[config.mk]
export PLATFORM = sky130hd
export DESIGN_NAME = opfwd_unit
export DESIGN_NICKNAME = d
export VERILOG_FILES = /design/src/rtl/opfwd_pkg.sv /design/src/rtl/opfwd_qualify.sv /design/src/rtl/opfwd_history.sv /design/src/rtl/opfwd_select.sv /design/src/rtl/opfwd_unit.sv
export SDC_FILE = /design/constraint.sdc
export NUM_CORES = 1
export LEC_CHECK = 0
export BUFFER_PORTS_ARGS = -buffer_cell sky130_fd_sc_hd__buf_2
export CELL_PAD_IN_SITES_DETAIL_PLACEMENT = 0
export CELL_PAD_IN_SITES_GLOBAL_PLACEMENT = 1
export CORE_MARGIN = 2
export CORE_UTILIZATION = 30
export DETAILED_ROUTE_END_ITERATION = 10
export PLACE_DENSITY = 0.83
export SLEW_MARGIN = 20
export SYNTH_ARGS = -nofsm -noshare
export SYNTH_HDL_FRONTEND = slang
export SYNTH_SLANG_ARGS = --single-unit
export TNS_END_PERCENT = 5
[constraint.sdc]
create_clock -name clk -period 2.04 [get_ports clk]
set_clock_uncertainty 0.05 [all_clocks]
set_input_delay 0.102 -clock clk [delete_from_list [all_inputs] [get_ports clk]]
set_output_delay 0.102 -clock clk [all_outputs]
set_load 0.02 [all_outputs]
[src/rtl/opfwd_pkg.sv]
`timescale 1ns/1ps
package opfwd_pkg;

    typedef enum logic [1:0] {
        SRC_REGFILE = 2'b00,
        SRC_MEM     = 2'b01,
        SRC_WB      = 2'b10,
        SRC_HIST    = 2'b11
    } opfwd_src_e;

    localparam int unsigned NUM_OPERANDS = 2;

endpackage

[src/rtl/opfwd_qualify.sv]
`timescale 1ns/1ps
// Decides whether an in-flight producer represents a real register write.
module opfwd_qualify #(
    parameter int unsigned DATA_W = 32,
    parameter int unsigned IDX_W  = 5
) (
    input  logic [IDX_W-1:0]  prod_rd,
    input  logic [DATA_W-1:0] prod_res,
    input  logic              prod_wen,
    output logic              prod_live
);
    localparam logic [DATA_W-1:0] BAD_MARK = {DATA_W{1'b1}};

    always_comb begin
        prod_live = prod_wen
                 && (prod_rd != '0)
                 && (prod_res != BAD_MARK);
    end
endmodule

[src/rtl/opfwd_history.sv]
`timescale 1ns/1ps
// One-entry record of the write that write-back performed on the last clock.
module opfwd_history #(
    parameter int unsigned DATA_W = 32,
    parameter int unsigned IDX_W  = 5
) (
    input  logic              clk,
    input  logic              rst_n,
    input  logic [IDX_W-1:0]  wr_idx,
    input  logic [DATA_W-1:0] wr_val,
    input  logic              wr_live,
    output logic [IDX_W-1:0]  old_idx,
    output logic [DATA_W-1:0] old_val,
    output logic              old_live
);
    always_ff @(posedge clk or negedge rst_n) begin
        if (!rst_n) begin
            old_idx  <= '0;
            old_val  <= '0;
            old_live <= 1'b0;
        end else begin
            old_idx  <= wr_idx;
            old_val  <= wr_val;
            old_live <= wr_live;
        end
    end
endmodule

[src/rtl/opfwd_select.sv]
`timescale 1ns/1ps
// Per-operand match and multiplexer, youngest producer first.
module opfwd_select
    import opfwd_pkg::*;
#(
    parameter int unsigned DATA_W = 32,
    parameter int unsigned IDX_W  = 5
) (
    input  logic [IDX_W-1:0]  src_idx,
    input  logic              may_fwd,
    input  logic [DATA_W-1:0] base_val,
    input  logic [IDX_W-1:0]  m_idx,
    input  logic [DATA_W-1:0] m_val,
    input  logic              m_live,
    input  logic [IDX_W-1:0]  w_idx,
    input  logic [DATA_W-1:0] w_val,
    input  logic              w_live,
    input  logic [IDX_W-1:0]  h_idx,
    input  logic [DATA_W-1:0] h_val,
    input  logic              h_live,
    output logic [1:0]        sel_code,
    output logic [DATA_W-1:0] sel_val
);
    logic        eligible;
    logic        hit_m;
    logic        hit_w;
    logic        hit_h;
    opfwd_src_e  src;

    always_comb begin
        eligible = may_fwd && (src_idx != '0);
        hit_m    = eligible && m_live && (m_idx == src_idx);
        hit_w    = eligible && w_live && (w_idx == src_idx);
        hit_h    = eligible && h_live && (h_idx == src_idx);
    end

    always_comb begin
        if (hit_m)      src = SRC_MEM;
        else if (hit_w) src = SRC_WB;
        else if (hit_h) src = SRC_HIST;
        else            src = SRC_REGFILE;
    end

    always_comb begin
        unique case (src)
            SRC_MEM:  sel_val = m_val;
            SRC_WB:   sel_val = w_val;
            SRC_HIST: sel_val = h_val;
            default:  sel_val = base_val;
        endcase
        sel_code = src;
    end
endmodule

[src/rtl/opfwd_unit.sv]
`timescale 1ns/1ps
module opfwd_unit
    import opfwd_pkg::*;
#(
    parameter int unsigned DATA_W = 32,
    parameter int unsigned IDX_W  = 5
) (
    input  logic              clk,
    input  logic              rst_n,
    input  logic [IDX_W-1:0]  ex_rs1,
    input  logic [IDX_W-1:0]  ex_rs2,
    input  logic [DATA_W-1:0] ex_rf_a,
    input  logic [DATA_W-1:0] ex_rf_b,
    input  logic              ex_b_is_reg,
    input  logic [IDX_W-1:0]  mem_rd,
    input  logic [DATA_W-1:0] mem_res,
    input  logic              mem_wen,
    input  logic [IDX_W-1:0]  wb_rd,
    input  logic [DATA_W-1:0] wb_res,
    input  logic              wb_wen,
    output logic [1:0]        fwd_sel_a,
    output logic [1:0]        fwd_sel_b,
    output logic [DATA_W-1:0] alu_opnd_a,
    output logic [DATA_W-1:0] alu_opnd_b
);
    logic              mem_live;
    logic              wb_live;
    logic [IDX_W-1:0]  hist_idx;
    logic [DATA_W-1:0] hist_val;
    logic              hist_live;

    logic [IDX_W-1:0]  op_idx  [NUM_OPERANDS];
    logic              op_ok   [NUM_OPERANDS];
    logic [DATA_W-1:0] op_base [NUM_OPERANDS];
    logic [1:0]        op_sel  [NUM_OPERANDS];
    logic [DATA_W-1:0] op_out  [NUM_OPERANDS];

    opfwd_qualify #(.DATA_W(DATA_W), .IDX_W(IDX_W)) i_q_mem (
        .prod_rd(mem_rd), .prod_res(mem_res), .prod_wen(mem_wen), .prod_live(mem_live)
    );

    opfwd_qualify #(.DATA_W(DATA_W), .IDX_W(IDX_W)) i_q_wb (
        .prod_rd(wb_rd), .prod_res(wb_res), .prod_wen(wb_wen), .prod_live(wb_live)
    );

    opfwd_history #(.DATA_W(DATA_W), .IDX_W(IDX_W)) i_hist (
        .clk(clk), .rst_n(rst_n),
        .wr_idx(wb_rd), .wr_val(wb_res), .wr_live(wb_live),
        .old_idx(hist_idx), .old_val(hist_val), .old_live(hist_live)
    );

    always_comb begin
        op_idx[0]  = ex_rs1;
        op_ok[0]   = 1'b1;
        op_base[0] = ex_rf_a;
        op_idx[1]  = ex_rs2;
        op_ok[1]   = ex_b_is_reg;
        op_base[1] = ex_rf_b;
    end

    for (genvar g = 0; g < NUM_OPERANDS; g++) begin : g_opnd
        opfwd_select #(.DATA_W(DATA_W), .IDX_W(IDX_W)) i_sel (
            .src_idx(op_idx[g]), .may_fwd(op_ok[g]), .base_val(op_base[g]),
            .m_idx(mem_rd),   .m_val(mem_res),  .m_live(mem_live),
            .w_idx(wb_rd),    .w_val(wb_res),   .w_live(wb_live),
            .h_idx(hist_idx), .h_val(hist_val), .h_live(hist_live),
            .sel_code(op_sel[g]), .sel_val(op_out[g])
        );
    end

    always_comb begin
        fwd_sel_a  = op_sel[0];
        fwd_sel_b  = op_sel[1];
        alu_opnd_a = op_out[0];
        alu_opnd_b = op_out[1];
    end
endmodule

After elaboration in Yosys (flattened, before gate mapping)
Cells that the tools add are included.

Register bits: 38. Bits in latches: 0. RAM bits: 0. ROM bits: 0. Input port bits: 153. Logic and storage cells: 46. Memories kept: 0.

Add/sub/neg operators: 0. Multiply operators: 0. Divide/modulo/power cells: 0. Order comparisons: 0. Eq/ne operators: 14. Shift-type cells: 0. Mux-type cells: 8. Bitwise logic cells: 0. Reduce and logical (&&, ||, !) cells: 21.

Operators with widths (number): $pmux 32 s3 (2); $ne 32x32->1 const B (2); $eq 5x5->1 (6); $reduce_bool 5->1 (4); $logic_and 1x1->1 (17); $mux 2 (6); $eq 2x2->1 const B (4); $eq 2x1->1 const B (2).

Longest topological paths before layout
Gate-level depths: netlist of run 1.

Word-level depth: 9. Gate-level depth with buffers: 8. Gate-level depth less buffers: 6.

Modules after synthesis
From an unflattened synthesis of run 1, not the netlist that was laid out.

Cell total of the unflattened synthesis: 455. Area total of the unflattened synthesis: 3779.9 um2.

Modules (own cells, without submodules): opfwd_select (instances 2, cells each 195, area each 1332.5 um2, seq. area each 0.0 um2); opfwd_history (instances 1, cells each 38, area each 950.9 um2, seq. area each 950.9 um2); opfwd_qualify (instances 2, cells each 13, area each 80.1 um2, seq. area each 0.0 um2); opfwd_unit (instances 1, cells each 1, area each 3.8 um2, seq. area each 0.0 um2).

Least setup slack after synthesis of run 1
Ideal clock, no wire load.

Kind: input to output. Start: input port ex_rs2[1]. End: output port alu_opnd_b[25]. Data arrival time: 2.125 ns. Slack: -0.237 ns. Stages: 7. Path buffers: 2. Cells stage by stage: or4_4 o2111ai_1 or2_1 clkbuf_1 buf_2 a211oi_1 o41ai_1.

Longest elaborated chain between the ends: 9.

Ends and longest elaborated chain: from (decl) (RTL line opfwd_unit.sv:11) `input logic [IDX_W-1:0] ex_rs2,`; $reduce_bool 5->1 (RTL line opfwd_select.sv:31) `eligible = may_fwd && (src_idx != '0);`; $logic_and 1x1->1 (RTL line opfwd_select.sv:31); $logic_and 1x1->1 (2 in a row) (RTL line opfwd_select.sv:34) `hit_h = eligible && h_live && (h_idx == src_idx);`; $mux 2 (RTL line opfwd_select.sv:40) `else if (hit_h) src = SRC_HIST;`; $mux 2 (RTL line opfwd_select.sv:39) `else if (hit_w) src = SRC_WB;`; $mux 2 * (RTL line opfwd_select.sv:38) `if (hit_m) src = SRC_MEM;`; $eq 2x2->1 / $eq 2x1->1 (equally long branches) (RTL line opfwd_select.sv:45) `unique case (src)`; $pmux 32 s3 * (RTL line opfwd_select.sv:45); to (decl) (RTL line opfwd_unit.sv:24) `output logic [DATA_W-1:0] alu_opnd_b`.

Every way passes the cells marked *; elsewhere a longest branch is shown, timed or not.

Final worst setup path of run 1
Start: input port wb_res[20]. End: output port alu_opnd_b[27].

Longest elaborated chain between the ends: 8.

Ends and longest elaborated chain: from (decl) (RTL line opfwd_unit.sv:19) `input logic [DATA_W-1:0] wb_res,`; $ne 32x32->1 * (RTL line opfwd_qualify.sv:17) `&& (prod_res != BAD_MARK);`; $logic_and 1x1->1 * (RTL line opfwd_qualify.sv:17); $logic_and 1x1->1 * (2 in a row) (RTL line opfwd_select.sv:33) `hit_w = eligible && w_live && (w_idx == src_idx);`; $mux 2 * (RTL line opfwd_select.sv:39); $mux 2 * (RTL line opfwd_select.sv:38); $eq 2x2->1 / $eq 2x1->1 (equally long branches) (RTL line opfwd_select.sv:45); $pmux 32 s3 * (RTL line opfwd_select.sv:45).

Marked as above.

==> results of run 1 <==
-- routing by layer --
metal / share of wire (%) / vias to the layer above / global-route usage [%]
met2: 49 / 413 / 44.8
li1: - / 2757 / -
met4: 2.7 / 0 / 9.83
met3: 8.9 / 55 / 5.10
met5: 0 / - / 0
met1: 39 / 3011 / 35.2
-- path summary, 6_finish.rpt --
kind	to	slack, ps	cells after the start
max in group asynchronous	i_hist.old_val[11]$_DFF_PN0_	850	2
min in group asynchronous	i_hist.old_val[28]$_DFF_PN0_	490	2
worst min-delay path	i_hist.old_val[19]$_DFF_PN0_	9	2
worst max-delay path	alu_opnd_b[27]	-410	9
-- cells by family after synthesis --
family | after synthesis | synth area share, %
flops | 38 | 21.3
compound gates | 170 | 38.4
xor+xnor | 30 | 5.89
simple gates | 207 | 26.4
buf+inv | 77 | 7.94
-- through the flow --
step	power, mW	instance area [um^2]	cells	TNS [ps]	setup WS, ps
final	2.95	7900	1004	-19480	-414
after global routing	3.07	7900	1004	-25100	-468
after CTS	2.86	7450	1002	-18270	-360
after detailed placement	1.98	6630	968	-21810	-493
after global placement	1.97	6630	968	-22020	-463
after floorplan	1.37	4480	522	-8210	-230
-- placed cells by master, fill, tap and decap left out, drive strengths merged --
cell	instances
nand2	3
a221oi	32
buf	346
dlygate4sd3	19
o2111ai	1
nor2	3
a21oi	3
xor2	12
and3	32
o21ai	3
and4	2
o221ai	1
a31o	1
o211a	1
dfrtp	38
a211oi	64
or4	6
o31ai	32
nor3	35
nand2b	1
nand4	18
and2	2
clkbuf	9
xnor2	18
nand3	66
nor4	36
o41ai	32
inv	1
or2	3
-- power by group --
group          internal (mW)  leakage (nW)  switching [mW]
registers              0.793         0.443          0.0334
clock network          0.448        0.0640           0.318
logic                  0.614          2.71           0.745
-- critical path, cell delays in order --
cell	delay, ps
buf_2	90
nand4_1	240
or4_4	570
o221ai_4	240
inv_2	120
buf_12	220
a211oi_2	380
o41ai_4	120
buf_4	180
-- Yosys cell counts (all sizes together) (3+ instances only) --
cell and instances:
nand3 66, a211oi 64, clkbuf 63, dfrtp 38, nor4 36, nor3 35
a221oi 32, and3 32, o31ai 32, o41ai 32, nand4 18, xnor2 18
buf 13, xor2 12, or4 6, a21oi 3, nand2 3, nor2 3
o21ai 3, or2 3
-- repair_timing --
item,4_1_cts,5_1_grt
endpoints found under the setup margin,68,68
buffers inserted,6,1
hold endpoints to repair,56,0
resized for setup,91,79
hold buffers,19,0
pin swaps,40,40
gates cloned,2,2
-- sequential cells by signal (all words and copies together) (netlist names) --
signal	flops
i_hist.old_live	1
i_hist.old_idx	5
i_hist.old_val	32
-- area by class of cell --
class                      count  area (um^2)
clock buffer                   7          133
fill                        1362         6640
inverter                       1         3.75
multi-input combinational    407         3840
sequential                    38          951
tap                          184          230
timing repair buffer         367         2740
==> metrics.md, run 1 <==
| Metric | Value |
|---|---|
| Io pins | 221 |
| Actual slew at the worst max-slew pin | 948 ps |
| Core box area | 14500 um^2 |
| Final Hold Viols | 0 |
| Fmax | 408 MHz |
| Clock root buffer | clkbuf_16 |
| Area leader, netlist | dfrtp_1 |
| Synth area leaders | dfrtp_1 21%, a211oi_1 11%, o41ai_2 10% |
| Post-synth EDFFs | 0 |
| Syn Area/Cell | 8.55 um^2 |
| Startpoint types | input pin |
| Layout net count | 973 |
| Mapped Area | 4460 um^2 |
| RSZ-0062 raised after global routing | true |
| Synth top area share | 21.3% |
| Share of cells above drive strength 1 | 61.7% |
| DRT antenna net count | 0 |
| Ys async rst share | 100% |
| Routed WL | 23000 um |
| Setup-failing EPs final | 67 |
| Tmin final | 2450 ps |
| Status | complete, but fails checks |
| Die width | 126 um |
| Buffers added on ports | 220 |
| Largest net degree at the start of global routing | 49 |
| Clock Path Buffers | 2 |
| WL per Instance | 23.0 um |
| Clock tree sinks | 38 |
| Diodes inserted | 0 |
| Fin worst setup slack | -414 ps |
| P&R area growth vs syn | 77.0% |
| Site Rows | 44 |
| Pins Over Slew Limit | 0 |
| DRC | 0 |
| Power density over the cells | 374 nW/um^2 |
| Worst VDD drop | 281 uV |
| Final critical-path share of the clock period | 120% |
| Starting Density | 30.7% |
| Failing checks | setup timing |
| Seq/Total Area, Yosys | 21.3% |
| Vias | 6236 |
| Leakage | 3.22 nW |
| Util after Layout | 54.3% |
| Final HPWL DP | 16000 um |
| Crit path required time | 1890 ps |
| Mapped Nets | 675 |
| CTS clk-pin slew, worst paths | 60 ps |
| Worst setup EP type | output port |
| Ys flop type | dfrtp_1 |
| CTS buffer count | 5 |
| Class of the worst hold path | input pin to flip-flop |
| Synth Register Bits | 38 |
| Max-slew headroom | 36.8% |
| CTS tree | yes |
| Critical-path maximum fanout | 48 |
| Routability cong. | 0.886 |
| Yosys Warn Count | 0 |
| CP arrival | 2300 ps |
| Maxcap violations | 0 |
| Vias in the first global route | 6289 |
| Unique masters post-synth | 37 |
| Critical setup path kind | input pin to output port |
| Antenna violations before repair | 0 |
| Worst hold slack | 8.92 ps |
| First-pass GRT wire length | 34500 um |
| Die area | 15900 um^2 |
| GRT Residual Overflow | 0 |
| Drt pass-1 iters | 5 |
| Synthesized instance count | 522 |
| Setup crit start | wb_res[20] |
| Min-delay src | wb_res[19] |
| Avg Vias per Cell | 6.21 |
| Die Span Y | 126 um |
| H-tree depth | 2 |
| DRT iter0 DRCs | 582 |
| All-Layer GR Usage | 27.1% |
(Power assumes the default switching activity.)
==> run 2, diff against run 1 <==
Settings changed: CORE_ASPECT_RATIO from default to 0.9, CORE_MARGIN 2 to 3, TNS_END_PERCENT 5 to default.
==> metrics.md, run 2 (same netlist as run 1, synthesis figures left out) <==
| Metric | Value |
|---|---|
| Status | complete, but fails checks |
| Failing checks | setup timing |
| H-tree depth | 2 |
| Critical-path maximum fanout | 8 |
| Class of the worst hold path | input pin to flip-flop |
| GR peak layer | met2 |
| P&R area growth vs syn | 113% |
| Worst hold stages | 2 |
| Drt pass-1 iters | 5 |
| Setup-failing EPs final | 67 |
| Crit path required time | 1890 ps |
| Met1 Use GR | 39.9% |
| Worst VDD drop | 307 uV |
| DRC | 0 |
| Buffers added on ports | 220 |
| Regs by FF count | i_hist.old_val x32, i_hist.old_idx x5, i_hist.old_live x1 |
| Worst setup EP type | output port |
| Final Hold Viols | 0 |
| Final critical-path share of the clock period | 125% |
| Die Span Y | 122 um |
| Pins Over Slew Limit | 0 |
| Met3 Track Usage GR | 4.83% |
| RSZ-0062 raised after global routing | true |
| Starting Density | 31.3% |
| WHS Endpoint | i_hist.old_idx[4]$_DFF_PN0_ |
| Layout net count | 1005 |
| Critical Path, Cell by Cell | xnor2_2, o2111ai_2, buf_4, nor2_4, buf_6, buf_8, a211oi_2, o41ai_2, buf_4, buf_6 |
| Fmax | 394 MHz |
| Clock root buffer | clkbuf_16 |
| Actual slew at the worst max-slew pin | 986 ps |
| Power density over the cells | 354 nW/um^2 |
| Final HPWL DP | 18200 um |
| Tmin final | 2540 ps |
| Routability cong. | 0.958 |
| Die width | 135 um |
| Maxcap violations | 0 |
| Share of cells above drive strength 1 | 67.2% |
| Vias | 6499 |
| Avg Vias per Cell | 6.21 |
| Slowest-stage cell, CP | dfrtp_1 |
| GRT Residual Overflow | 0 |
| Top reg by flops | i_hist.old_val |
| Leakage | 3.69 nW |
| Largest register FFs | 32 |
| Most frequent cells in the layout | 156 x buf_2, 153 x buf_4, 66 x nand3_1, 44 x buf_6, 38 x dfrtp_1 |
| WL per Instance | 25.0 um |
| Largest net degree at the start of global routing | 49 |
| Worst hold slack | 8.04 ps |
| Io pins | 221 |
| Core box area | 14300 um^2 |
| Critical setup path kind | flip-flop to output port |
| Antenna violations before repair | 0 |
| Fin worst setup slack | -500 ps |
| Diodes inserted | 0 |
| All-Layer GR Usage | 29.3% |
| Met2 Use GR | 48.0% |
| Clock tree sinks | 38 |
| Worst path max stage delay | 430 ps |
| Vias in the first global route | 6644 |
| Tot Pwr | 3.37 mW |
| CP arrival | 2390 ps |
| CTS clk-pin slew, worst paths | 60 ps |
| Min-delay src | wb_rd[4] |
| Die area | 16400 um^2 |
| Crit path max-delay family | buffers and inverters |
| Startpoint types | flip-flop |
| Site Rows | 41 |
| Worst path bufs/invs | 5 |
| DP Worst Slack | -430 ps |
| Routed WL | 26100 um |
| CTS buffer count | 5 |
| CTS tree | yes |
| Clock Path Buffers | 2 |
| Max-slew headroom | 34.3% |
| Commonest non-fill, non-tap cell in the layout | buf_2 |
| First-pass GRT wire length | 38000 um |
| Setup crit start | i_hist.old_idx[1]$_DFF_PN0_ |
| DRT antenna net count | 0 |
| DRT iter0 DRCs | 718 |
## run 2: how the worst max path moves through the flow
stage	endpoint	slack, ps	cells past startpoint
after floorplan	alu_opnd_b[24]	-230	6
after global placement	alu_opnd_b[27]	-450	10
after detailed placement	alu_opnd_b[27]	-430	10
after CTS	alu_opnd_a[7]	-510	9
after global routing	alu_opnd_b[24]	-550	10
final	alu_opnd_b[24]	-500	10
## run 2: area by class of cell
cell class	count	area (um^2)
inverters	1	6.26
multi-input cells	407	4830
well taps	193	241
flip-flops and latches	38	951
clock inverters	1	5.00
repair buffers	399	3340
clock buffers	7	143
fillers	1120	4740
## run 2: through the flow
stage                     TNS [ps]  cells  instance area [um^2]  utilization [%]
after floorplan               -461    522                  5330                -
after global placement      -17800   1023                  7850             55.1
after detailed placement    -19080   1023                  7850             55.1
after CTS                   -28340   1045                  8890             62.3
after global routing        -29150   1046                  9520             66.7
final                       -24820   1046                  9520             66.7
## run 2: routing by layer
metal  up-vias  share of wire (%)
met5         -                  0
met4         0                3.0
met3        61                8.0
met2       423                 48
met1      3185                 41
li1       2830                  -
## run 2: repair_timing
action	4_1_cts	5_1_grt
gates cloned	2	10
buffers inserted	5	13
pin swaps	35	77
gates resized for setup	141	92
hold endpoints to repair	44	0
endpoints found under the setup margin	68	68
hold buffers	7	0
## run 2: report_power, final
part           internal [mW]  total [mW]  switching (mW)  leakage, nW
Sequential             0.792       0.825          0.0330        0.443
Combinational          0.832        1.73           0.896         3.17
Clock                  0.486       0.819           0.333       0.0739
Total                   2.11        3.37            1.26         3.69
==> run 3, diff against run 2 <==
Settings changed: CORE_UTILIZATION 30 to 33, PLACE_DENSITY 0.83 to 0.86, RECOVER_POWER from default to 50.
Clock period 2.04 ns to 2.58 ns, I/O delays scaled along.
==> metrics.md, run 3 (same netlist as run 1, synthesis figures left out) <==
| Metric | Value |
|---|---|
| All-Layer GR Usage | 26.8% |
| Util after Layout | 49.8% |
| Fin cells | 910 |
| Startpoint types | input pin |
| CTS clk-pin slew, worst paths | 60 ps |
| GRT Residual Overflow | 0 |
| Crit path max-delay family | compound AO/OA/AOI/OAI gates |
| Regs by FF count | i_hist.old_val x32, i_hist.old_idx x5, i_hist.old_live x1 |
| Maxcap violations | 0 |
| P&R area growth vs syn | 44.4% |
| Max-slew headroom | 29.5% |
| CTS buffer count | 5 |
| Die area | 15000 um^2 |
| Clock Path Buffers | 2 |
| Routability cong. | 0.939 |
| Avg Vias per Cell | 6.57 |
| Die Span Y | 116 um |
| H-tree depth | 2 |
| Critical-path maximum fanout | 16 |
| Clock root buffer | clkbuf_16 |
| Drt pass-1 iters | 6 |
| Final HPWL DP | 15000 um |
| DRC | 0 |
| DRT iter0 DRCs | 544 |
| Largest register FFs | 32 |
| Most frequent cells in the layout | 204 x buf_2, 66 x nand3_1, 58 x a211oi_1, 38 x dfrtp_1, 37 x dlygate4sd3_1 |
| Register area | 951 um^2 |
| Starting Density | 34.5% |
| Fin worst setup slack | -1.01 ps |
| Commonest non-fill, non-tap cell in the layout | buf_2 |
| First-pass GRT wire length | 32100 um |
| Actual slew at the worst max-slew pin | 1060 ps |
| CTS tree | yes |
| Tmin final | 2580 ps |
| Largest net degree at the start of global routing | 77 |
| Diodes inserted | 0 |
| GR peak layer | met2 |
| Met3 Track Usage GR | 5.62% |
| Setup_tns | -1.01 ps |
| Die width | 129 um |
| DP Worst Slack | -120 ps |
| Worst path bufs/invs | 4 |
| Area of the multi-input gates | 3280 um^2 |
| Crit path required time | 2400 ps |
| Worst VDD drop | 214 uV |
| Critical setup path kind | input pin to output port |
| Io pins | 221 |
| Placed Cells | 863 |
| Critical Path, Cell by Cell | buf_2, or4_1, o21ai_1, buf_4, a21oi_4, and2_2, buf_4, o41ai_1, buf_2 |
| Antenna violations before repair | 0 |
| Failing checks | setup timing |
| Met2 Use GR | 43.5% |
| Pins Over Slew Limit | 0 |
| Status | complete, but fails checks |
| RSZ-0062 raised after global routing | true |
| Vias | 5981 |
| Buffers added on ports | 220 |
| Met1 Use GR | 36.4% |
| Final Hold Viols | 0 |
| Share of cells above drive strength 1 | 44.1% |
| Vias in the first global route | 6012 |
| Worst setup EP type | output port |
| Slowest-stage cell, CP | or4_1 |
| WL per Instance | 23.2 um |
| Tot Pwr | 2.24 mW |
| Class of the worst hold path | input pin to flip-flop |
| Fillers | 1259 |
| Clock tree sinks | 38 |
| Leakage | 2.61 nW |
| Final critical-path share of the clock period | 100% |
| Setup-failing EPs final | 1 |
| Site Rows | 39 |
| Core box area | 12900 um^2 |
| DRT antenna net count | 0 |
| Top reg by flops | i_hist.old_val |
| Routed WL | 21200 um |
| Fmax | 387 MHz |
| Power density over the cells | 348 nW/um^2 |
| Layout net count | 898 |
| Worst path max stage delay | 510 ps |
| CP arrival | 2400 ps |
## run 3: cell types whose count changed in the layout (fill, tap and decap cells not counted), moves of 29 or more
cell           delta
a221oi_1         +29
buf_4           -129
dlygate4sd3_1    +30
buf_2            +48
buf_6            -44
a221oi_4         -30
a211oi_1         +35
## run 3: final timing paths
check | slack [ps] | startpoint | cells past startpoint | endpoint
min in group asynchronous | 510 | rst_n | 2 | i_hist.old_val[9]$_DFF_PN0_
max in group asynchronous | 1300 | rst_n | 2 | i_hist.old_val[12]$_DFF_PN0_
worst min-delay path | 100 | wb_res[24] | 2 | i_hist.old_val[24]$_DFF_PN0_
worst max-delay path | -1 | mem_rd[0] | 9 | alu_opnd_b[28]
## run 3: per-layer routing
layer,part of all wire [%],wire (um),up-vias
met5,0,0,-
met4,2.0,416,0
met2,46,9780,446
met1,40,8500,2841
li1,-,-,2631
met3,12,2460,63
## run 3: through the flow
stage / cell area, um^2 / hold WS (ps)
3_5_place_dp: 5840 / 236
2_1_floorplan: 4460 / -217
5_1_grt: 6440 / 90.2
4_1_cts: 6390 / 58.2
3_3_place_gp: 5840 / 237
6_report: 6440 / 104
## run 3: timing repair
action | in CTS | in global routing
setup buffers | 0 | 2
resized for setup | 3 | 11
hold endpoints to repair | 74 | 0
cloned | 0 | 0
hold buffers | 37 | 0
pin swaps | 0 | 1
setup endpoints to repair | 10 | 31
## run 3: layout make-up
class,count,share of cell area [%]
timing repair buffer,292,28.5
sequential,38,14.8
inverter,1,0.0583
multi-input combinational,407,50.9
tap,164,3.19
clock inverter,3,0.621
clock buffer,5,1.94
## run 3: report_power, final
group,total [mW],switching (mW),internal [mW]
combinational,0.880,0.529,0.351
sequential,0.645,0.0188,0.626
clock,0.713,0.260,0.453
total,2.24,0.808,1.43
